$ cat src/rtl/crc4_pkg.sv
package crc4_pkg;

    localparam int CRC_W = 4;

    typedef logic [CRC_W-1:0] crc_t;

    // Seed and feedback taps (x^4 + x + 1 -> low taps 0011)
    localparam crc_t CRC_SEED = '1;
    localparam crc_t CRC_TAPS = crc_t'(4'b0011);

    typedef enum logic [1:0] {
        SRC_NONE,
        SRC_PINS,
        SRC_WORD
    } src_e;

    // One bit offered to the datapath in a given cycle
    typedef struct packed {
        logic vld;   // a bit is consumed this cycle
        logic raw;   // bit as received
        logic fill;  // bit sits in the CRC field: calculate with zero
        logic last;  // final bit of the frame
    } beat_t;

    function automatic crc_t crc_advance(crc_t cur, logic din, crc_t taps);
        logic fb;
        fb = din ^ cur[CRC_W-1];
        return {cur[CRC_W-2:0], 1'b0} ^ (fb ? taps : '0);
    endfunction

endpackage

$ cat src/rtl/crc4_seq.sv
module crc4_seq
    import crc4_pkg::*;
#(
    parameter int FRAME_W = 32
) (
    input  logic               clk,
    input  logic               rst,
    input  logic               start_i,
    input  logic               word_load_i,
    input  logic [FRAME_W-1:0] word_i,
    input  logic               bit_i,
    input  logic               bit_vld_i,
    input  logic               mode_chk_i,
    output beat_t              beat_o,
    output logic               restart_o,
    output logic               chk_o
);

    localparam int CNT_W   = $clog2(FRAME_W + 1);
    localparam int FILL_AT = FRAME_W - CRC_W;

    src_e               src_q, src_d;
    logic [CNT_W-1:0]   cnt_q, cnt_d, idx;
    logic [FRAME_W-1:0] word_q, word_d;
    logic               chk_q, chk_d;

    always_comb begin
        src_d     = src_q;
        cnt_d     = cnt_q;
        word_d    = word_q;
        chk_d     = chk_q;
        idx       = cnt_q;
        beat_o    = '0;
        restart_o = start_i | word_load_i;

        if (word_load_i) begin
            // word load wins; its first bit is walked on the next cycle
            src_d  = SRC_WORD;
            cnt_d  = '0;
            word_d = word_i;
            chk_d  = mode_chk_i;
        end else begin
            if (start_i) begin
                src_d = SRC_PINS;
                cnt_d = '0;
                idx   = '0;
                chk_d = mode_chk_i;
            end
            case (src_d)
                SRC_PINS: begin
                    beat_o.vld = bit_vld_i;
                    beat_o.raw = bit_i;
                end
                SRC_WORD: begin
                    beat_o.vld = 1'b1;
                    beat_o.raw = word_q[FRAME_W-1];
                    word_d     = {word_q[FRAME_W-2:0], 1'b0};
                end
                default: ;
            endcase
        end

        beat_o.fill = (idx >= CNT_W'(FILL_AT));
        beat_o.last = (idx == CNT_W'(FRAME_W - 1));

        if (beat_o.vld) begin
            cnt_d = idx + CNT_W'(1);
            if (beat_o.last) begin
                src_d = SRC_NONE;
            end
        end
    end

    always_ff @(posedge clk) begin
        if (rst) begin
            src_q  <= SRC_NONE;
            cnt_q  <= '0;
            word_q <= '0;
            chk_q  <= 1'b0;
        end else begin
            src_q  <= src_d;
            cnt_q  <= cnt_d;
            word_q <= word_d;
            chk_q  <= chk_d;
        end
    end

    assign chk_o = chk_q;

endmodule

$ cat src/rtl/crc4_lfsr.sv
module crc4_lfsr
    import crc4_pkg::*;
#(
    parameter crc_t TAPS = CRC_TAPS,
    parameter crc_t SEED = CRC_SEED
) (
    input  logic clk,
    input  logic rst,
    input  logic init_i,
    input  logic step_i,
    input  logic din_i,
    output crc_t crc_next_o
);

    crc_t state_q;
    crc_t base;

    always_comb begin
        base       = init_i ? SEED : state_q;
        crc_next_o = step_i ? crc_advance(base, din_i, TAPS) : base;
    end

    always_ff @(posedge clk) begin
        if (rst) begin
            state_q <= SEED;
        end else begin
            state_q <= crc_next_o;
        end
    end

endmodule

$ cat src/rtl/crc4_seal.sv
module crc4_seal
    import crc4_pkg::*;
#(
    parameter int FRAME_W = 32
) (
    input  logic               clk,
    input  logic               rst,
    input  beat_t              beat_i,
    input  logic               chk_i,
    input  crc_t               crc_next_i,
    output crc_t               crc_o,
    output logic [FRAME_W-1:0] frame_o,
    output logic               done_o,
    output logic               ok_o,
    output logic               err_o
);

    logic [FRAME_W-2:0] hist_q;
    logic [FRAME_W-1:0] full;
    crc_t               rx_nib;

    assign full   = {hist_q, beat_i.raw};
    assign rx_nib = full[CRC_W-1:0];

    always_ff @(posedge clk) begin
        if (rst) begin
            hist_q  <= '0;
            crc_o   <= '0;
            frame_o <= '0;
            done_o  <= 1'b0;
            ok_o    <= 1'b0;
            err_o   <= 1'b0;
        end else begin
            done_o <= 1'b0;
            ok_o   <= 1'b0;
            err_o  <= 1'b0;
            if (beat_i.vld) begin
                hist_q <= full[FRAME_W-2:0];
                if (beat_i.last) begin
                    done_o  <= 1'b1;
                    crc_o   <= crc_next_i;
                    frame_o <= {full[FRAME_W-1:CRC_W], crc_next_i};
                    ok_o    <= chk_i & (rx_nib == crc_next_i);
                    err_o   <= chk_i & (rx_nib != crc_next_i);
                end
            end
        end
    end

endmodule

$ cat src/rtl/crc4_frame_seal.sv
module crc4_frame_seal
    import crc4_pkg::*;
#(
    parameter int FRAME_W = 32
) (
    input  logic               clk,
    input  logic               rst,
    input  logic               start_i,
    input  logic               mode_chk_i,
    input  logic               bit_i,
    input  logic               bit_vld_i,
    input  logic               word_load_i,
    input  logic [FRAME_W-1:0] word_i,
    output logic [CRC_W-1:0]   crc_o,
    output logic               done_o,
    output logic [FRAME_W-1:0] frame_o,
    output logic               crc_ok_o,
    output logic               crc_err_o
);

    beat_t beat;
    logic  restart;
    logic  chk_mode;
    crc_t  crc_next;

    crc4_seq #(.FRAME_W(FRAME_W)) u_seq (
        .clk         (clk),
        .rst         (rst),
        .start_i     (start_i),
        .word_load_i (word_load_i),
        .word_i      (word_i),
        .bit_i       (bit_i),
        .bit_vld_i   (bit_vld_i),
        .mode_chk_i  (mode_chk_i),
        .beat_o      (beat),
        .restart_o   (restart),
        .chk_o       (chk_mode)
    );

    crc4_lfsr #(.TAPS(CRC_TAPS), .SEED(CRC_SEED)) u_lfsr (
        .clk        (clk),
        .rst        (rst),
        .init_i     (restart),
        .step_i     (beat.vld),
        .din_i      (beat.raw & ~beat.fill),
        .crc_next_o (crc_next)
    );

    crc4_seal #(.FRAME_W(FRAME_W)) u_seal (
        .clk        (clk),
        .rst        (rst),
        .beat_i     (beat),
        .chk_i      (chk_mode),
        .crc_next_i (crc_next),
        .crc_o      (crc_o),
        .frame_o    (frame_o),
        .done_o     (done_o),
        .ok_o       (crc_ok_o),
        .err_o      (crc_err_o)
    );

endmodule

$ cat config.mk
export PLATFORM = sky130hd
export DESIGN_NAME = crc4_frame_seal
export DESIGN_NICKNAME = d
export VERILOG_FILES = /design/src/rtl/crc4_pkg.sv /design/src/rtl/crc4_seq.sv /design/src/rtl/crc4_lfsr.sv /design/src/rtl/crc4_seal.sv /design/src/rtl/crc4_frame_seal.sv
export SDC_FILE = /design/constraint.sdc
export NUM_CORES = 1
export LEC_CHECK = 0
export CAP_MARGIN = 15
export CORE_AREA = 2 2 97 99
export CTS_CLUSTER_SIZE = 8
export DETAILED_ROUTE_END_ITERATION = 12
export DIE_AREA = 0 0 99 101
export PLACE_DENSITY = 0.77
export RECOVER_POWER = 25
export REMOVE_ABC_BUFFERS = 1
export SLEW_MARGIN = 15
export SYNTH_ARGS = -nofsm -noshare
export SYNTH_HDL_FRONTEND = slang
export SYNTH_SLANG_ARGS = --single-unit
$ cat constraint.sdc
create_clock -name clk -period 3.3 [get_ports clk]
set_input_delay 0.825 -clock clk [delete_from_list [all_inputs] [get_ports clk]]
set_output_delay 0.825 -clock clk [all_outputs]
set_load 0.02 [all_outputs]
Yosys cells after proc, flatten, opt, wreduce, memory -nomap -nowiden --
Index checks and enable logic that the tools add are counted.
Cells by class: add/subtract/negate cells 1, $lt $le $gt $ge 1, equal/unequal tests 5, mux-type cells 19, bitwise logic cells 9, reduce and logical (&&, ||, !) cells 5
Operators by type and width (number):
- 2-to-1 mux 32 bit | 2
- 2-to-1 mux 6 bit | 4
- 2-to-1 mux 2 bit | 7
- 2-to-1 mux 4 bit | 2
- adder 6 x 1 -> 6 bit (second input constant) | 1
- == test 6 x 5 -> 1 bit (second input constant) | 1
- >= comparator 6 x 5 -> 1 bit (second input constant) | 1
- == test 4 bit | 1
- != test 4 bit | 1
- one-hot mux 2 bit (2 select lines) | 1
- nonzero test 2 bit | 2
- XOR 4 bit | 1
- bitwise AND 1 bit | 3
- 2-to-1 mux 1 bit | 3
- NOT 1 bit | 3
- OR reduction 3 bit | 1
- == test 2 x 1 -> 1 bit (second input constant) | 1
- == test 2 bit (second input constant) | 1
- AND reduction 2 bit | 1
- OR reduction 2 bit | 1
- OR 1 bit | 1
- XOR 1 bit | 1
Storage, ports and cells: flip-flop bits (word level) 115, output and inout bits 39

Longest topological paths before layout --
Gate-level depths: netlist of run 1.
depth in word-level cells 12, gate-level depth with buffers 13, gate-level depth less buffers 10

By module --
A second synthesis of run 1 with hierarchy kept.
Unflattened totals: cell total of the unflattened synthesis 516, area total of the unflattened synthesis 4586.9 um^2
Modules (own cells, without submodules):
- crc4_seal | instances 1, cells an instance 257, area an instance 2364.8 um^2, sequential area each 1321.3 um^2
- crc4_seq | instances 1, cells an instance 235, area an instance 1984.4 um^2, sequential area each 820.8 um^2
- crc4_lfsr | instances 1, cells an instance 23, area an instance 224.0 um^2, sequential area each 80.1 um^2
- crc4_frame_seal | instances 1, cells an instance 1, area an instance 13.8 um^2, sequential area each 0.0 um^2

Worst setup path before layout of run 1 --
No wires, ideal clock.
kind input to register, start input start_i, end register u_seal.ok_o, arrival time 2.900 ns, required time 3.239 ns, slack 0.339 ns, stages on the path 11, path through clkbuf_1 nor2_1 inv_1 ha_1 nor2_1 and2_1 buf_2 o21ai_1 xor2_1 a2111oi_2 and4_1
On the way: longest elaborated chain between the ends 12, elaborated cells between the ends (all ways) 23, those cells by class order compare: 1; eq/ne: 4; mux: 9; bitwise: 8; reduce/logical: 1
Ends and longest elaborated chain:
- start, declared | line crc4_frame_seal.sv:8 | input logic start_i,
- parallel branches: the longest is 12 deep, another holds >= comparator 6 x 5 -> 1 bit
- end signal, assigned | line crc4_seal.sv:43 | ok_o <= chk_i & (rx_nib == crc_next_i);
- end, declared | line crc4_seal.sv:14 | output logic ok_o,
Parallel ways; which one is timed is not known. The select of a mux whose other input is x is not followed. A chain may end at the register's enable or synchronous reset.

Final worst setup path of run 1 --
start input start_i, end register u_seal.frame_o[0]
On the way: longest elaborated chain between the ends 10, elaborated cells between the ends (all ways) 19, those cells by class order compare: 1; eq/ne: 3; mux: 9; bitwise: 5; reduce/logical: 1
Ends and longest elaborated chain:
- parallel branches: the longest is 10 deep, another holds >= comparator 6 x 5 -> 1 bit
- end signal, assigned | line crc4_seal.sv:42 | frame_o <= {full[FRAME_W-1:CRC_W], crc_next_i};
- end, declared | line crc4_seal.sv:12 | output logic [FRAME_W-1:0] frame_o,
Parallel ways; which one is timed is not known. The select of a mux whose other input is x is not followed.

==> results of run 1 <==
[logic make-up after synthesis]
| kind of cell | after synthesis | synth area share (%) |
|---|---|---|
| compound gates | 118 | 15.0 |
| xor+xnor | 6 | 1.16 |
| simple gates | 240 | 21.6 |
| flops | 111 | 49.0 |
| fa+ha+maj | 3 | 0.828 |
| mux | 35 | 7.76 |
| buf+inv | 50 | 4.67 |
[registers in the layout (all words and copies together), names as in the netlist]
register        flops
u_seal.done_o       1
u_seq.chk_o         1
u_seq.cnt_q         6
u_seq.src_q         2
u_seal.ok_o         1
u_seal.frame_o     32
u_lfsr.state_q      4
u_seal.err_o        1
u_seq.word_q       32
u_seal.hist_q      31
[per-stage QoR]
step	utilization, %	cell area [um2]	worst slack, ps
2_1_floorplan	-	4340	-1180
3_3_place_gp	59.8	5370	66.2
3_5_place_dp	59.8	5370	-11.8
4_1_cts	61.9	5550	379
5_1_grt	61.8	5550	150
6_report	61.8	5550	372
[layout make-up]
class	instances	area (um2)	area share, %
well taps	111	139	2.50
inverters	5	18.8	0.338
flip-flops and latches	111	2220	40.0
multi-input cells	402	2100	37.9
repair buffers	94	887	16.0
clock buffers	10	138	2.48
clock inverters	6	43.8	0.789
[power groups by stage]
| stage | Sequential, uW | Clock (uW) | Combinational, uW |
|---|---|---|---|
| after floorplan | 1410 | 0 | 89.5 |
| after global placement | 1410 | 0 | 186 |
| after detailed placement | 1410 | 0 | 191 |
| after CTS | 1380 | 778 | 192 |
| after global routing | 1380 | 829 | 212 |
| final | 1380 | 750 | 190 |
[metal layers]
metal	up-vias	global-route usage, %
met5	-	0
met4	0	6.85
met3	9	5.13
met2	89	31.1
met1	1688	21.5
li1	1979	-
[path summary, 6_finish.rpt]
check	start	to	slack [ps]	cells past startpoint
max reg2reg	u_seq.src_q[0]	u_seal.frame_o[0]	1020	10
min reg2reg	u_seal.frame_o[7]	u_seal.frame_o[7]	450	2
max	start_i	u_seal.frame_o[0]	370	11
min	u_seal.frame_o[7]	u_seal.frame_o[7]	450	2
[synthesized netlist by cell type, drive strengths merged, types with 2 or more instances]
master and count:
nand2b 4, mux2i 34, inv 5, and2 3, or2 4, o22ai 2
nor3 7, nor2 82, a211oi 3, nand2 126, clkbuf 22, xor2 2
a2111oi 2, o211ai 2, a31oi 2, a21oi 97, nand3 4, o21ai 3
dfxtp 111, xnor2 4, buf 23, ha 3, o22a 2
[worst max-delay path, cell delays in order]
cell and delay (ps):
clkdlybuf4s50_1 450, nor2_1 220, inv_1 80, ha_1 310
nor2_1 220, nand2_1 110, nor2_1 210, and4b_1 280
buf_4 210, nor2_1 60, a211oi_1 230
==> summary.md, run 1 <==
| Metric | Value |
|---|---|
| Status | `complete, no violations` |
| GRT Resource Usage Total | `18.1%` |
| Most area-consuming cells after synthesis | `dfxtp_1 (49%), a21oi_1 (11%), nand2_1 (10%)` |
| Fin cells | `739` |
| Post CTS Setup Buffer Count | `0` |
| Hold-fix buffers at CTS | `0` |
| Routed len/inst | `11.9 um` |
| Clock power share | `32.3%` |
| Die Y | `101 um` |
| Critical Path RT | `3570 ps` |
| Total CTS buffers | `9` |
| Setup TNS Final | `0 ps` |
| WP data arrival | `3190 ps` |
| Pins Over Slew Limit | `0` |
| Setup Viol. Count Final | `0` |
| Sequential power share | `59.4%` |
| Synthesized instance count | `563` |
| Site row count | `35` |
| Worst Setup Start Kind | `primary input` |
| Max Used Layer | `met4` |
| IO Pins | `78` |
| Psw | `566 uW` |
| 1st-pass router iterations | `4` |
| Via count | `3,765` |
| Maximum vdd drop | `0.248 mV` |
| Net Sw Frac | `24.4%` |
| Asr flop ratio synth | `0%` |
| Synthesis warning total | `0` |
| Nets | `665` |
| Clk slew on worst S/H paths | `100 ps` |
| Met1 WL | `4.02 mm` |
| Hold_ws | `454 ps` |
| Clock sinks | `111` |
| Min cycle time layout | `2930 ps` |
| Root Buffer Master | `clkbuf_8` |
| Worst skew pair latency | `360 ps` |
| Final HPWL DP | `5.98 mm` |
| CTS tree | `built` |
| Area share of the largest cell type after synthesis | `49.0%` |
| DRC violations left | `0` |
| Remaining Overflow, GRT | `0` |
| Combinational power share | `8.2%` |
| Tcrit/Tclk final | `88.7%` |
| Worst-margin pin slew | `740 ps` |
| Post-Syn Area | `4530 um2` |
| Most frequent cells in the layout | `nand2_1 (126), dfxtp_1 (111), a21oi_1 (96)` |
| CTS resizes | `0` |
| Largest net degree at the start of global routing | `76` |
| Power per cell area | `418 nW/um2` |
| Final Hold Vio Count | `0` |
| Mapped Avg Cell Area | `8.05 um2` |
| Commonest non-fill, non-tap cell in the layout | `nand2_1` |
| Port bufs | `77` |
| Yosys reg bits | `111` |
| DIE WIDTH | `99 um` |
| CP Max Fanout | `13` |
| Initial antenna violation count | `0` |
| HP Class | `flop to flop` |
| H-tree depth | `3` |
| Leak | `0.00203 uW` |
| Int Pwr | `1750 uW` |
| DRT iter0 DRCs | `157` |
| Critical path class | `primary input to flop` |
| Total power | `2320 uW` |
| CP Capture Type | `flop` |
| Filler Cell Count | `790` |
| Routed wire length | `8.81 mm` |
| Cells after DPL | `723` |
| Post-synth top flop | `dfxtp_1` |
| Number of flops mapped to enable cells by yosys | `0` |
| Gpl congestion | `0.881` |
| Starting density of the core | `50.5%` |
| Clock Skew | `12.9 ps` |
| Max Root-Sink Buffers | `2` |
| Max_slew headroom | `50.7%` |
| Vias in the first global route | `3,478` |
| Met2 routed WL | `4.13 mm` |
| Post-route ant nets | `0` |
| Seq/Total Area, Yosys | `49.0%` |
| First-pass GRT wire length | `15.1 mm` |
| Synth-to-layout area growth | `22.4%` |
| Layout cells sized above 1 | `7.17%` |
| RSZ-0062 raised after global routing | `no` |
| Largest area contributor in the synthesized netlist | `dfxtp_1` |
| Antenna fix cells | `0` |
| Fmax achieved | `341 MHz` |
| Die area | `10000 um2` |
| Post-synthesis cell type count | `44` |
| Core area | `8980 um2` |
| Met3 WL | `556 um` |
| Max cap viols | `0` |
| Via density | `5.09` |
Note: power is estimated with default switching activity, not from simulation.
==> inputs of run 2 (changes only) <==
--- a/config.mk
+++ b/config.mk
@@ -6,11 +6,10 @@
 export NUM_CORES = 1
 export LEC_CHECK = 0
 export CAP_MARGIN = 15
-export CORE_AREA = 2 2 97 99
-export CTS_CLUSTER_SIZE = 8
+export CORE_AREA = 2 2 110 112
 export DETAILED_ROUTE_END_ITERATION = 12
-export DIE_AREA = 0 0 99 101
-export PLACE_DENSITY = 0.77
+export DIE_AREA = 0 0 112 114
+export PLACE_DENSITY = 0.62
 export RECOVER_POWER = 25
 export REMOVE_ABC_BUFFERS = 1
 export SLEW_MARGIN = 15
==> summary.md, run 2 (synthesis results as in run 1) <==
| Metric | Value |
|---|---|
| Worst-margin pin slew | `973 ps (+233 ps)` |
| WP data arrival | `3240 ps (+50 ps)` |
| Critical-path cell with the highest stage delay | `clkdlybuf4s50_1` |
| Hold path cells | `2 (unchanged)` |
| Routed wire length | `9.39 mm (+6.6%)` |
| Final HPWL DP | `6.52 mm (+9.1%)` |
| Setup TNS Final | `0 ps (unchanged)` |
| Critical Path RT | `3580 ps (about the same)` |
| Via density | `4.85 (-4.8%)` |
| Critical path class | `primary input to flop` |
| First-pass GRT wire length | `16.0 mm (+6.4%)` |
| Die area | `12,800 um2 (+28%)` |
| HP Class | `flop to flop` |
| Setup Viol. Count Final | `0 (unchanged)` |
| Worst Setup Start Kind | `primary input` |
| Post CTS Setup Buffer Count | `0 (unchanged)` |
| Port bufs | `77 (unchanged)` |
| CP max stage delay | `440 ps (about the same)` |
| Final Hold Vio Count | `0 (unchanged)` |
| Tcrit/Tclk final | `89.6% (+0.86 points)` |
| Largest regs | `u_seal.frame_o: 32 flops, u_seq.word_q: 32 flops, u_seal.hist_q: 31 flops` |
| Hold_ws | `450 ps (-4.07 ps)` |
| Post-route ant nets | `0 (unchanged)` |
| Worst skew pair latency | `340 ps (-20 ps)` |
| Max Root-Sink Buffers | `2 (unchanged)` |
| Clock power share | `39.1% (+6.8 points)` |
| Antenna fix cells | `0 (unchanged)` |
| Clock Skew | `7.76 ps (-5.17 ps)` |
| Net Sw Frac | `23.4% (-0.99 points)` |
| Worst r2r src | `u_seq.src_q[0]` |
| Maximum vdd drop | `0.274 mV (+10%)` |
| Clk slew on worst S/H paths | `70 ps (-30 ps)` |
| Max cap viols | `0 (unchanged)` |
| Most used cell, CP | `nor2_1` |
| Max_slew headroom | `35.1% (-16 points)` |
| Total CTS buffers | `9 (unchanged)` |
| CTS resizes | `0 (unchanged)` |
| Clock sinks | `111 (unchanged)` |
| Hold-fix buffers at CTS | `0 (unchanged)` |
| DRC violations left | `0 (unchanged)` |
| IO Pins | `78 (unchanged)` |
| Sequential power share | `53.3% (-6.1 points)` |
| Int Pwr | `1980 uW (+13%)` |
| CP Capture Type | `flop` |
| Remaining Overflow, GRT | `0 (unchanged)` |
| R2R setup slack | `1010 ps (about the same)` |
| Met3 WL | `607 um (+9.2%)` |
| Met2 routed WL | `4.41 mm (+6.8%)` |
| Min cycle time layout | `2960 ps (+28.5 ps)` |
| GRT Resource Usage Total | `15.1% (-3.0 points)` |
| CP Cell Sequence | `clkdlybuf4s50_1, nor2_1, inv_1, ha_1, nor2_1, and2_1, o21ai_1, xor2_1, a2111oi_2, and4_1` |
| R2R depth | `9 (-1)` |
| Pins Over Slew Limit | `0 (unchanged)` |
| R2r endpoint | `u_seal.ok_o` |
| Site row count | `40 (+14%)` |
| Synth-to-layout area growth | `26.8%` |
| Most frequent cells in the layout | `nand2_1 (126), dfxtp_1 (111), a21oi_1 (96)` |
| DIE WIDTH | `112 um (+13%)` |
| Filler Cell Count | `1,160 (+47%)` |
| Psw | `606 uW (+7.0%)` |
| Vias in the first global route | `3,560 (+2.4%)` |
| Starting density of the core | `38.7% (-12 points)` |
| 1st-pass router iterations | `5 (+1)` |
| Commonest non-fill, non-tap cell in the layout | `nand2_1` |
| Core area | `11,700 um2 (+30%)` |
| CP Max Fanout | `4 (-9)` |
| Max Used Layer | `met4` |
| Via count | `3,789 (+0.64%)` |
| Initial antenna violation count | `0 (unchanged)` |
| Met1 WL | `4.29 mm (+6.9%)` |
| Worst setup path end | `u_seal.ok_o` |
| Setup crit start | `start_i` |
| Root Buffer Master | `clkbuf_16` |
| CTS tree | `built` |
| Gpl congestion | `0.848 (-3.8%)` |
| H-tree depth | `3 (unchanged)` |
| Routed len/inst | `12.0 um (+0.83%)` |
| Fmax achieved | `338 MHz (-0.96%)` |
| RSZ-0062 raised after global routing | `no` |
| Status | `complete, no violations` |
| Die Y | `114 um (+13%)` |
| Largest net degree at the start of global routing | `67 (-12%)` |
| Power per cell area | `450 nW/um2 (+7.7%)` |
| Leak | `0.00210 uW (+3.7%)` |
| Combinational power share | `7.6% (-0.6 points)` |
| DRT iter0 DRCs | `187 (+19%)` |
| Layout cells sized above 1 | `7.89% (+0.72 points)` |
| Nets | `672 (+1.1%)` |
run 2: cell count changes in the layout (fill, tap and decap cells not counted), sizes merged:
cell	delta
buf	+7
clkbuf	-1
clkdlybuf4s50	+1
clkinvlp	-1
dlygate4sd3	-1
inv	+1
run 2: per-layer routing:
layer | GRT usage [%] | vias to the layer above
li1 | - | 1999
met1 | 18.2 | 1695
met4 | 4.63 | 0
met5 | 0 | -
met3 | 4.46 | 9
met2 | 26.2 | 86
run 2: cell type report:
type	count	area (um2)	share of cell area [%]
timing repair buffer	101	940	16.4
inverter	5	18.8	0.327
clock buffer	9	225	3.92
multi-input combinational	402	2100	36.6
tap	147	184	3.20
sequential	111	2220	38.7
clock inverter	6	55.1	0.958
run 2: worst min-delay path by stage:
stage	startpoint	to
floorplan	u_seal.hist_q[30]	u_seal.frame_o[31]
global placement	u_seal.frame_o[24]	u_seal.frame_o[24]
detailed placement	u_seal.frame_o[5]	u_seal.frame_o[5]
CTS	u_seal.frame_o[5]	u_seal.frame_o[5]
global route	u_seal.frame_o[24]	u_seal.frame_o[24]
finish	u_seal.frame_o[5]	u_seal.frame_o[5]
run 2: metrics by stage:
| stage | setup WS [ps] | power (uW) | std cells | util, % | cell area, um2 |
|---|---|---|---|---|---|
| 2_1_floorplan | -1180 | 1500 | 518 | - | 4340 |
| 3_3_place_gp | 40.7 | 1600 | 766 | 46.7 | 5470 |
| 3_5_place_dp | -32.6 | 1610 | 766 | 46.7 | 5470 |
| 4_1_cts | 322 | 2630 | 781 | 49.1 | 5750 |
| 5_1_grt | 197 | 2700 | 781 | 49.1 | 5750 |
| 6_report | 343 | 2590 | 781 | 49.1 | 5750 |
run 2: worst max-delay path: cells and delay by family:
family          cells  cell delay [ps]
compound gates      2              520
buf+inv             2              510
simple gates        4              900
xor+xnor            1              170
fa+ha+maj           1              310
run 2: power groups by stage:
stage	Clock, uW	Combinational [uW]	Sequential [uW]
6_report	1010	197	1380
5_1_grt	1100	220	1380
4_1_cts	1050	199	1380
3_5_place_dp	0	198	1410
3_3_place_gp	0	195	1410
2_1_floorplan	0	89.5	1410
